--- config.mk ---
export PLATFORM = sky130hd
export DESIGN_NAME = sonar_ranger
export DESIGN_NICKNAME = d
export VERILOG_FILES = /design/src/rtl/sonar_ranger_pkg.sv /design/src/rtl/sonar_echo_bank.sv /design/src/rtl/sonar_div.sv /design/src/rtl/sonar_slot_seq.sv /design/src/rtl/sonar_ranger.sv
export SDC_FILE = /design/constraint.sdc
export NUM_CORES = 1
export LEC_CHECK = 0
export CAP_MARGIN = 20
export CORE_MARGIN = 2
export CORE_UTILIZATION = 50
export DETAILED_ROUTE_END_ITERATION = 8
export GPL_ROUTABILITY_DRIVEN = 0
export PLACE_DENSITY_LB_ADDON = 0.25
export SETUP_SLACK_MARGIN = 0.15
export SLEW_MARGIN = 20
export SYNTH_ARGS = -nofsm -noshare
export SYNTH_HDL_FRONTEND = slang
export SYNTH_SLANG_ARGS = --single-unit
export TNS_END_PERCENT = 5
--- constraint.sdc ---
create_clock -name clk -period 4 [get_ports clk]
set_input_delay 0.8 -clock clk [delete_from_list [all_inputs] [get_ports clk]]
set_output_delay 0.8 -clock clk [all_outputs]
set_load 0.05 [all_outputs]
--- src/rtl/sonar_ranger_pkg.sv ---
package sonar_ranger_pkg;

  typedef enum logic [1:0] {
    SEQ_IDLE   = 2'd0,
    SEQ_DIVIDE = 2'd1,
    SEQ_FIRE   = 2'd2
  } seq_state_e;

endpackage

--- src/rtl/sonar_echo_bank.sv ---
// Per-channel echo width counters with saturation and arm/clear control.
module sonar_echo_bank #(
  parameter int N_CH  = 8,
  parameter int CNT_W = 32
) (
  input  logic                        clk,
  input  logic                        rst_n,
  input  logic [N_CH-1:0]             echo_n,
  input  logic [N_CH-1:0]             clr_mask,
  input  logic [N_CH-1:0]             arm_mask,
  output logic [N_CH-1:0][CNT_W-1:0]  cnt
);

  localparam logic [CNT_W-1:0] CNT_MAX = {CNT_W{1'b1}};

  for (genvar g = 0; g < N_CH; g++) begin : g_ch
    logic             armed_q;
    logic [CNT_W-1:0] cnt_q;

    always_ff @(posedge clk) begin
      if (!rst_n) begin
        armed_q <= 1'b1;
        cnt_q   <= '0;
      end else if (clr_mask[g]) begin
        // Cleared and held idle until the trigger pulse ends
        armed_q <= 1'b0;
        cnt_q   <= '0;
      end else begin
        if (arm_mask[g]) armed_q <= 1'b1;
        if (armed_q && !echo_n[g] && (cnt_q != CNT_MAX))
          cnt_q <= cnt_q + 1'b1;   // saturates at all ones
      end
    end

    assign cnt[g] = cnt_q;
  end

endmodule

--- src/rtl/sonar_div.sv ---
// Restoring divider by a constant, one quotient bit per clock.
module sonar_div #(
  parameter int DVD_W   = 32,
  parameter int DIVISOR = 1676
) (
  input  logic             clk,
  input  logic             rst_n,
  input  logic             start,
  input  logic [DVD_W-1:0] dividend,
  output logic             done,
  output logic [DVD_W-1:0] quotient
);

  localparam int DSR_W = $clog2(DIVISOR + 1);
  localparam int ITR_W = $clog2(DVD_W + 1);
  localparam logic [DSR_W:0] DSR_EXT = (DSR_W + 1)'(DIVISOR);

  logic             busy_q;
  logic             done_q;
  logic [ITR_W-1:0] iter_q;
  logic [DSR_W-1:0] rem_q;
  logic [DVD_W-1:0] quo_q;

  logic [DSR_W:0]   trial;
  logic [DSR_W:0]   diff;
  logic             fits;

  always_comb begin
    trial = {rem_q, quo_q[DVD_W-1]};
    fits  = (trial >= DSR_EXT);
    diff  = trial - DSR_EXT;
  end

  always_ff @(posedge clk) begin
    if (!rst_n) begin
      busy_q <= 1'b0;
      done_q <= 1'b0;
      iter_q <= '0;
      rem_q  <= '0;
      quo_q  <= '0;
    end else begin
      done_q <= 1'b0;
      if (start) begin
        busy_q <= 1'b1;
        iter_q <= '0;
        rem_q  <= '0;
        quo_q  <= dividend;
      end else if (busy_q) begin
        rem_q <= fits ? diff[DSR_W-1:0] : trial[DSR_W-1:0];
        quo_q <= {quo_q[DVD_W-2:0], fits};
        if (iter_q == ITR_W'(DVD_W - 1)) begin
          busy_q <= 1'b0;
          done_q <= 1'b1;
        end else begin
          iter_q <= iter_q + 1'b1;
        end
      end
    end
  end

  assign done     = done_q;
  assign quotient = quo_q;

endmodule

--- src/rtl/sonar_slot_seq.sv ---
// Slot timer, channel stepping and trigger pulse generation.
module sonar_slot_seq
  import sonar_ranger_pkg::*;
#(
  parameter int N_CH     = 8,
  parameter int STEP     = 3,
  parameter int SLOT_CYC = 1000,
  parameter int TRIG_CYC = 10,
  parameter int IDX_W    = 3
) (
  input  logic             clk,
  input  logic             rst_n,
  input  logic             div_done,
  output logic             div_start,
  output logic             store_en,
  output logic [IDX_W-1:0] idx,
  output logic [N_CH-1:0]  clr_mask,
  output logic [N_CH-1:0]  arm_mask,
  output logic [N_CH-1:0]  trig_n
);

  localparam int TMR_W = $clog2(SLOT_CYC);
  localparam int TRG_W = $clog2(TRIG_CYC + 1);

  seq_state_e       state_q;
  logic [TMR_W-1:0] tmr_q;
  logic [TRG_W-1:0] trg_q;
  logic [IDX_W-1:0] idx_q;
  logic             tick;
  logic             fire_last;

  assign tick      = (tmr_q == TMR_W'(SLOT_CYC - 1));
  assign fire_last = (state_q == SEQ_FIRE) && (trg_q == TRG_W'(TRIG_CYC - 1));
  assign div_start = (state_q == SEQ_IDLE) && tick;
  assign store_en  = (state_q == SEQ_DIVIDE) && div_done;
  assign idx       = idx_q;

  // Free-running slot timer keeps the slot period independent of the FSM
  always_ff @(posedge clk) begin
    if (!rst_n)    tmr_q <= '0;
    else if (tick) tmr_q <= '0;
    else           tmr_q <= tmr_q + 1'b1;
  end

  always_ff @(posedge clk) begin
    if (!rst_n) begin
      state_q <= SEQ_IDLE;
      trg_q   <= '0;
      idx_q   <= '0;
    end else begin
      unique case (state_q)
        SEQ_IDLE:   if (tick) state_q <= SEQ_DIVIDE;
        SEQ_DIVIDE: if (div_done) begin
                      state_q <= SEQ_FIRE;
                      trg_q   <= '0;
                    end
        SEQ_FIRE:   if (fire_last) begin
                      state_q <= SEQ_IDLE;
                      idx_q   <= IDX_W'((int'(idx_q) + STEP) % N_CH);  // order
                    end else begin
                      trg_q <= trg_q + 1'b1;
                    end
        default:    state_q <= SEQ_IDLE;
      endcase
    end
  end

  for (genvar g = 0; g < N_CH; g++) begin : g_line
    logic sel;
    assign sel         = (idx_q == IDX_W'(g));
    assign clr_mask[g] = store_en && sel;
    assign arm_mask[g] = fire_last && sel;
    assign trig_n[g]   = !((state_q == SEQ_FIRE) && sel);
  end

endmodule

--- src/rtl/sonar_ranger.sv ---
// Eight-channel ultrasonic ranging sequencer, top level.
module sonar_ranger #(
  parameter int N_CH         = 8,
  parameter int STEP         = 3,
  parameter int CLK_HZ       = 285_000_000,
  parameter int SLOT_MS      = 50,
  parameter int TRIG_US      = 40,
  parameter int SOUND_MM_S   = 340_000,
  parameter int SLOT_CYC     = (CLK_HZ / 1000) * SLOT_MS,
  parameter int TRIG_CYC     = (CLK_HZ / 1_000_000) * TRIG_US,
  parameter int MM_DIV       = (2 * CLK_HZ) / SOUND_MM_S,
  parameter int CNT_W        = 32,
  parameter int MAX_MM       = 9999,
  localparam int IDX_W       = $clog2(N_CH),
  localparam int DIST_W      = $clog2(MAX_MM + 1)
) (
  input  logic              clk,
  input  logic              rst_n,
  input  logic [N_CH-1:0]   echo_n,
  output logic [N_CH-1:0]   trig_n,
  input  logic [IDX_W-1:0]  rd_idx,
  output logic [DIST_W-1:0] rd_mm,
  output logic              upd_valid,
  output logic [IDX_W-1:0]  upd_chan,
  output logic [DIST_W-1:0] upd_mm
);

  logic [N_CH-1:0][CNT_W-1:0] cnt;
  logic [N_CH-1:0]            clr_mask;
  logic [N_CH-1:0]            arm_mask;
  logic [IDX_W-1:0]           idx;
  logic                       div_start;
  logic                       div_done;
  logic                       store_en;
  logic [CNT_W-1:0]           quo;
  logic [DIST_W-1:0]          clamped;

  logic [N_CH-1:0][DIST_W-1:0] dist_q;
  logic                        upd_valid_q;
  logic [IDX_W-1:0]            upd_chan_q;
  logic [DIST_W-1:0]           upd_mm_q;

  sonar_slot_seq #(
    .N_CH     (N_CH),
    .STEP     (STEP),
    .SLOT_CYC (SLOT_CYC),
    .TRIG_CYC (TRIG_CYC),
    .IDX_W    (IDX_W)
  ) u_seq (
    .clk       (clk),
    .rst_n     (rst_n),
    .div_done  (div_done),
    .div_start (div_start),
    .store_en  (store_en),
    .idx       (idx),
    .clr_mask  (clr_mask),
    .arm_mask  (arm_mask),
    .trig_n    (trig_n)
  );

  sonar_echo_bank #(
    .N_CH  (N_CH),
    .CNT_W (CNT_W)
  ) u_bank (
    .clk      (clk),
    .rst_n    (rst_n),
    .echo_n   (echo_n),
    .clr_mask (clr_mask),
    .arm_mask (arm_mask),
    .cnt      (cnt)
  );

  sonar_div #(
    .DVD_W   (CNT_W),
    .DIVISOR (MM_DIV)
  ) u_div (
    .clk      (clk),
    .rst_n    (rst_n),
    .start    (div_start),
    .dividend (cnt[idx]),
    .done     (div_done),
    .quotient (quo)
  );

  // Out-of-range results become zero
  assign clamped = (quo > CNT_W'(MAX_MM)) ? '0 : DIST_W'(quo);

  always_ff @(posedge clk) begin
    if (!rst_n) begin
      dist_q      <= '0;
      upd_valid_q <= 1'b0;
      upd_chan_q  <= '0;
      upd_mm_q    <= '0;
    end else begin
      upd_valid_q <= store_en;
      if (store_en) begin
        dist_q[idx] <= clamped;
        upd_chan_q  <= idx;
        upd_mm_q    <= clamped;
      end
    end
  end

  assign rd_mm     = dist_q[rd_idx];
  assign upd_valid = upd_valid_q;
  assign upd_chan  = upd_chan_q;
  assign upd_mm    = upd_mm_q;

endmodule

### Word level (Yosys, flattened, before mapping)

Index checks and enable logic that the tools add are counted.

| cells by class | value |
|---|---|
| bitwise gates (word level) | 3 |
| magnitude comparators | 5 |
| reduce and logical (&&, ||, !) cells | 87 |
| multiplexer cells | 38 |
| $add $sub $neg | 13 |
| eq/ne operators | 24 |

Operators by type and width:

| operator | number |
|---|---|
| 32-bit by 1-bit adder with 32-bit output (second input constant) | 8 |
| 32-bit inequality test (second input constant) | 8 |
| 112-bit bitwise mux | 1 |
| 32-bit binary-select mux with 3-bit select | 1 |
| 32-bit 2-to-1 mux | 3 |
| 14-bit 2-to-1 mux | 5 |
| 1-bit logical AND | 44 |
| 14-bit binary-select mux with 3-bit select | 1 |
| 14-bit demux with 3-bit select | 1 |
| 32-bit by 14-bit > comparator with 1-bit output (second input constant) | 1 |
| 14-bit one-hot mux with 2 select lines | 1 |
| 24-bit by 1-bit adder with 24-bit output (second input constant) | 1 |
| 24-bit == test (second input constant) | 1 |
| 1-bit 2-to-1 mux | 20 |
| 2-bit nonzero test | 10 |
| 2-bit OR reduction | 10 |
| 1-bit zero test | 16 |
| 14-bit by 1-bit adder with 14-bit output (second input constant) | 1 |
| 14-bit == test (second input constant) | 1 |
| 3-bit == test (second input constant) | 4 |
| 12-bit by 11-bit >= comparator with 1-bit output (second input constant) | 1 |
| 11-bit 2-to-1 mux | 1 |
| 11-bit subtractor (second input constant) | 1 |
| 3-bit by 4-bit less-than comparator with 1-bit output (second input constant) | 2 |
| other kinds (18) | 27 |

| word-level totals | value |
|---|---|
| output and inout port bits | 40 |
| bits in registers | 488 |
| word-level logic and storage cells | 206 |
| input bits | 13 |

### Longest topological paths before layout

| depth | value |
|---|---|
| depth after elaboration | 5 |
| depth in mapped cells | 9 |
| mapped depth without buffers | 7 |

### Cells and area by module

From an unflattened synthesis, not the netlist that was laid out.

| second synthesis, totals | value |
|---|---|
| cells, all modules | 2802 |
| area total of the unflattened synthesis | 25652.1 µm² |

Modules (own cells, without submodules):

| module | area an instance (µm²) | cells each | sequential area each (µm²) | instances |
|---|---|---|---|---|
| sonar_echo_bank | 12303.0 | 1461 | 5285.1 | 1 |
| sonar_ranger | 8618.3 | 799 | 2602.5 | 1 |
| sonar_div | 2421.1 | 253 | 1021.0 | 1 |
| sonar_slot_seq | 2309.7 | 289 | 860.8 | 1 |

### Worst setup path before layout

Ideal clock, no wire load.

| path | value |
|---|---|
| path kind | input-to-output |
| start | input port rd_idx[1] |
| end | output port rd_mm[10] |
| cell stages on the path | 5 |
| data arrival time | 2.806 ns |
| required time | 3.200 ns |
| path slack | 0.394 ns |
| buffers on the path | 3 |
| path through | clkbuf_1 clkbuf_1 clkbuf_1 mux4_2 mux2_2 |

| between the ends | value |
|---|---|
| cells in the longest elaborated chain, start to end | 2 |

Ends and longest elaborated chain:

| item | line | RTL |
|---|---|---|
| start, declared | sonar_ranger.sv:21 | `input logic [IDX_W-1:0] rd_idx,` |
| 14-bit binary-select mux with 3-bit select | sonar_ranger.sv:104 | `assign rd_mm = dist_q[rd_idx];` |
| 14-bit 2-to-1 mux (not written as such) | sonar_ranger.sv:104 |  |
| end, declared | sonar_ranger.sv:22 | `output logic [DIST_W-1:0] rd_mm,` |

No other way between the ends. The select of a mux whose other input is x is not followed.

### Worst setup path after layout

| path | value |
|---|---|
| start | register u_seq.idx_q[0], in the netlist u_seq.idx[0] |
| end | output port trig_n[5] |

| between the ends | value |
|---|---|
| cells in the longest elaborated chain, start to end | 3 |

Ends and longest elaborated chain:

| item | line | RTL |
|---|---|---|
| start, declared | sonar_slot_seq.sv:28 | `logic [IDX_W-1:0] idx_q;` |
| start signal, assigned | sonar_slot_seq.sv:59 | `idx_q <= IDX_W'((int'(idx_q) + STEP) % N_CH);` |
| 3-bit == test | sonar_slot_seq.sv:70 | `assign sel = (idx_q == IDX_W'(g));` |
| 1-bit logical AND | sonar_slot_seq.sv:73 | `assign trig_n[g] = !((state_q == SEQ_FIRE) && sel);` |
| 1-bit zero test | sonar_slot_seq.sv:73 |  |
| end, declared | sonar_ranger.sv:20 | `output logic [N_CH-1:0] trig_n,` |

No other way between the ends.

==> run summary <==
CTS
• **root buffer cell** clkbuf_16
• **Hold-fix buffers, CTS** 0
• **post-CTS resize count** 0
• **Num Clock Sinks** 488
• **total CTS buffers** 53
• **post-CTS setup-driven buffer insertion count** 0
• **CTS H-tree lvls** 2
• **maximum buffer depth of the clock tree** 3
• **Clock transition at path regs** 0.06 ns
• **worst-skew pair later-pin latency** 0.64 ns
• **TritonCTS clock tree** yes

Drt
• **# DRC** 0
• **Detailed Route WL** 72,100 um
• **routed vias/inst** 6.39
• **count of antenna-violating nets left after detailed routing** 0
• **via count of the routed design** 22,800
• **DRC marker count from the first detailed-route iteration** 2,412
• **detail-routed net length per standard cell** 20.3 um
• **length of the first detailed-routing pass in iterations** 6

Die
• **number of top-level pins** 53
• **width of the die** 227 um
• **core box area** 49,100 sq um
• **count of standard-cell rows** 81
• **Vert. Die Dim** 227 um
• **starting utilization of the core area** 50.9%
• **overall die area** 51,700 sq um

Timing
• **RSZ-0062 raised after global routing** no
• **Min Clock Period, post-route** 3.61 ns
• **peak clock frequency supported by timing** 277 MHz
• **measured slew at the worst slew-check pin** 1.09 ns
• **final-report setup violation count** 0
• **Fin Setup TNS** 0 ns
• **clock tree skew after final layout** 0.0238 ns
• **final slew viol count** 0
• **crit share post-route** 90.2%
• **Final Hold Vio Count** 0
• **worst slew margin relative to its limit** 27.3%
• **setup slack of the critical path after layout** 0.391 ns

Logic synthesis
• **top flip-flop cell by instance count after synthesis** dfxtp_1
• **leading cell types by total area after synthesis** dfxtp_1 39%, mux4_2 8.3%, a21oi_1 6.3%
• **largest area contributor in the netlist** dfxtp_1
• **post-synthesis instance total** 2,900
• **number of warnings printed during yosys synthesis** 0
• **average cell area after synthesis** 8.60 sq um
• **share of the synthesized area in the top cell type** 39.2%
• **register bit total from synthesis** 488
• **sequential share of the synthesized area** 39.2%
• **number of flops mapped to enable cells by yosys** 0
• **Syn Nets** 2,934
• **fraction of synthesis flops using an asynchronous set or reset pin** 0%
• **most common library cells after synthesis** 488 x dfxtp_1, 316 x a21oi_1, 276 x nand2_1, 246 x nand3_1, 181 x o21ai_0
• **most numerous cell in the Yosys netlist** dfxtp_1
• **number of different library cells in the post-synthesis netlist** 66
• **netlist area before placement** 24,900 sq um

Pwr
• **sw frac** 22.3%
• **design internal power** 8.17 mW
• **Sw Pwr** 2.35 mW
• **share of total power in the clock network** 51.1%
• **Seq pwr share** 46.7%
• **worst supply voltage drop on vdd** 0.304 mV
• **power density over the cells** 378 nW/um^2
• **cell leakage power** 8.39 nW
• **proportion of power drawn by combinational gates** 2.2%

GRT
• **Global Route met3 Usage** 3.92%
• **global routing usage on met1** 37.1%
• **met2 demand-to-capacity share in global routing** 44.6%
• **number of global-route vias before repair** 21,100
• **overall overflow remaining after global route** 0
• **antenna violations before repair** 0
• **pin count of the biggest net entering global routing** 109
• **global-route wire length before repair** 114,000 um
• **global-route layer with the greatest usage** met2
• **all-layer global routing usage** 27.8%

Min path
• **Worst Hold Class** reg -> reg

Run status
• **outcome** finished clean

Placed design
• **worst setup slack before clock tree synthesis** 0.636 ns
• **DPL Wire Length** 50,800 um
• **quantity of I/O buffers inserted on ports** 52

Cells and area
• **Inserted Diodes** 0
• **Total Nets Final** 2,889
• **growth of design area from synthesis to finish** 11.5%
• **share of final-layout standard cells stronger than drive strength 1** 10.6%

Worst setup path
• **Req. time, crit path** 3.20 ns
• **Worst setup EP type** primary output
• **kind of launch point of the worst setup path** register
• **highest fanout seen on the critical path** 32
• **CP Data Arrival Time** 2.81 ns
• **critical setup path kind** reg -> out

Run
• **Max Cap Viol** 0

==> area by class of cell <==
class / instances / area, sq um
clock buffer: 70 / 1490
clock inverter: 27 / 408
fill: 4376 / 21200
inverter: 36 / 138
multi-input combinational: 2185 / 14400
sequential: 488 / 9780
tap: 664 / 831
timing repair buffer: 91 / 803
==> through the flow <==
stage	cells	cell area, sq um	hold slack [ns]	util (%)	power (mW)
floorplan	2900	24900	0.418	-	5.16
global placement	3464	25900	0.429	52.8	5.24
detailed placement	3464	25900	0.432	52.8	5.25
CTS	3561	27800	0.445	56.7	10.6
global route	3561	27800	0.460	56.7	10.8
finish	3561	27800	0.440	56.7	10.5
==> worst max-delay path: stages (launching register included) <==
cell	delay (ns)
dfxtp_4	0.41
buf_4	0.49
ha_1	0.38
nand3_1	0.11
clkdlybuf4s50_1	0.79
==> worst paths after layout <==
check	from	end	slack, ns	cells past startpoint
setup / recovery	u_seq.idx[0]$_SDFFE_PN0N_	trig_n[5]	0.39	4
setup reg to reg	u_bank.g_ch[1].cnt_q[0]$_SDFFE_PP0P_	u_bank.g_ch[1].cnt_q[13]$_SDFFE_PP0P_	1.18	6
hold reg to reg	u_seq.tmr_q[0]$_SDFF_PP0_	u_seq.tmr_q[0]$_SDFF_PP0_	0.44	1
hold / removal	u_seq.tmr_q[0]$_SDFF_PP0_	u_seq.tmr_q[0]$_SDFF_PP0_	0.44	1
==> registers in the layout, indices dropped and copies added (netlist names), 3 cells and up <==
name                 flops
u_bank.g_ch.cnt_q      256
dist_q                 112
u_div.quotient          32
u_seq.tmr_q             24
u_seq.trg_q             14
upd_mm                  14
u_div.rem_q             11
u_bank.g_ch.armed_q      8
u_div.iter_q             6
u_seq.idx                3
upd_chan                 3
==> metal layers <==
layer,wire length (um),up-vias
met4,3270,0
met3,5080,198
met5,0,-
met1,30600,10900
li1,-,10800
met2,33200,848
==> logic make-up after synthesis <==
kind of cell / after synthesis / share of synthesized area, %
XOR/XNOR: 103 / 3.62
AO/OA/AOI/OAI: 691 / 16.2
AND/OR/NAND/NOR: 1224 / 25.9
adder cells (fa/ha/maj): 21 / 1.05
buffers and inverters: 227 / 3.55
multiplexers: 146 / 10.5
flip-flops: 488 / 39.2
==> power groups by stage <==
stage | registers, mW | logic (mW) | clock network [mW]
global route | 4.91 | 0.255 | 5.63
floorplan | 5.00 | 0.158 | 0
detailed placement | 5.02 | 0.231 | 0
CTS | 4.91 | 0.232 | 5.44
global placement | 5.01 | 0.226 | 0
finish | 4.91 | 0.234 | 5.37
==> placed cells by master, fill, tap and decap left out, drive strengths merged, types with 68 or more instances in the layout <==
cell type / n
a211oi: 82
o21ai: 187
nand3: 246
nand4: 90
xnor2: 68
a21oi: 316
nand2: 276
or3: 144
nor2: 170
mux4: 92
clkbuf: 70
dfxtp: 488
Note: power is estimated with default switching activity, not from simulation.
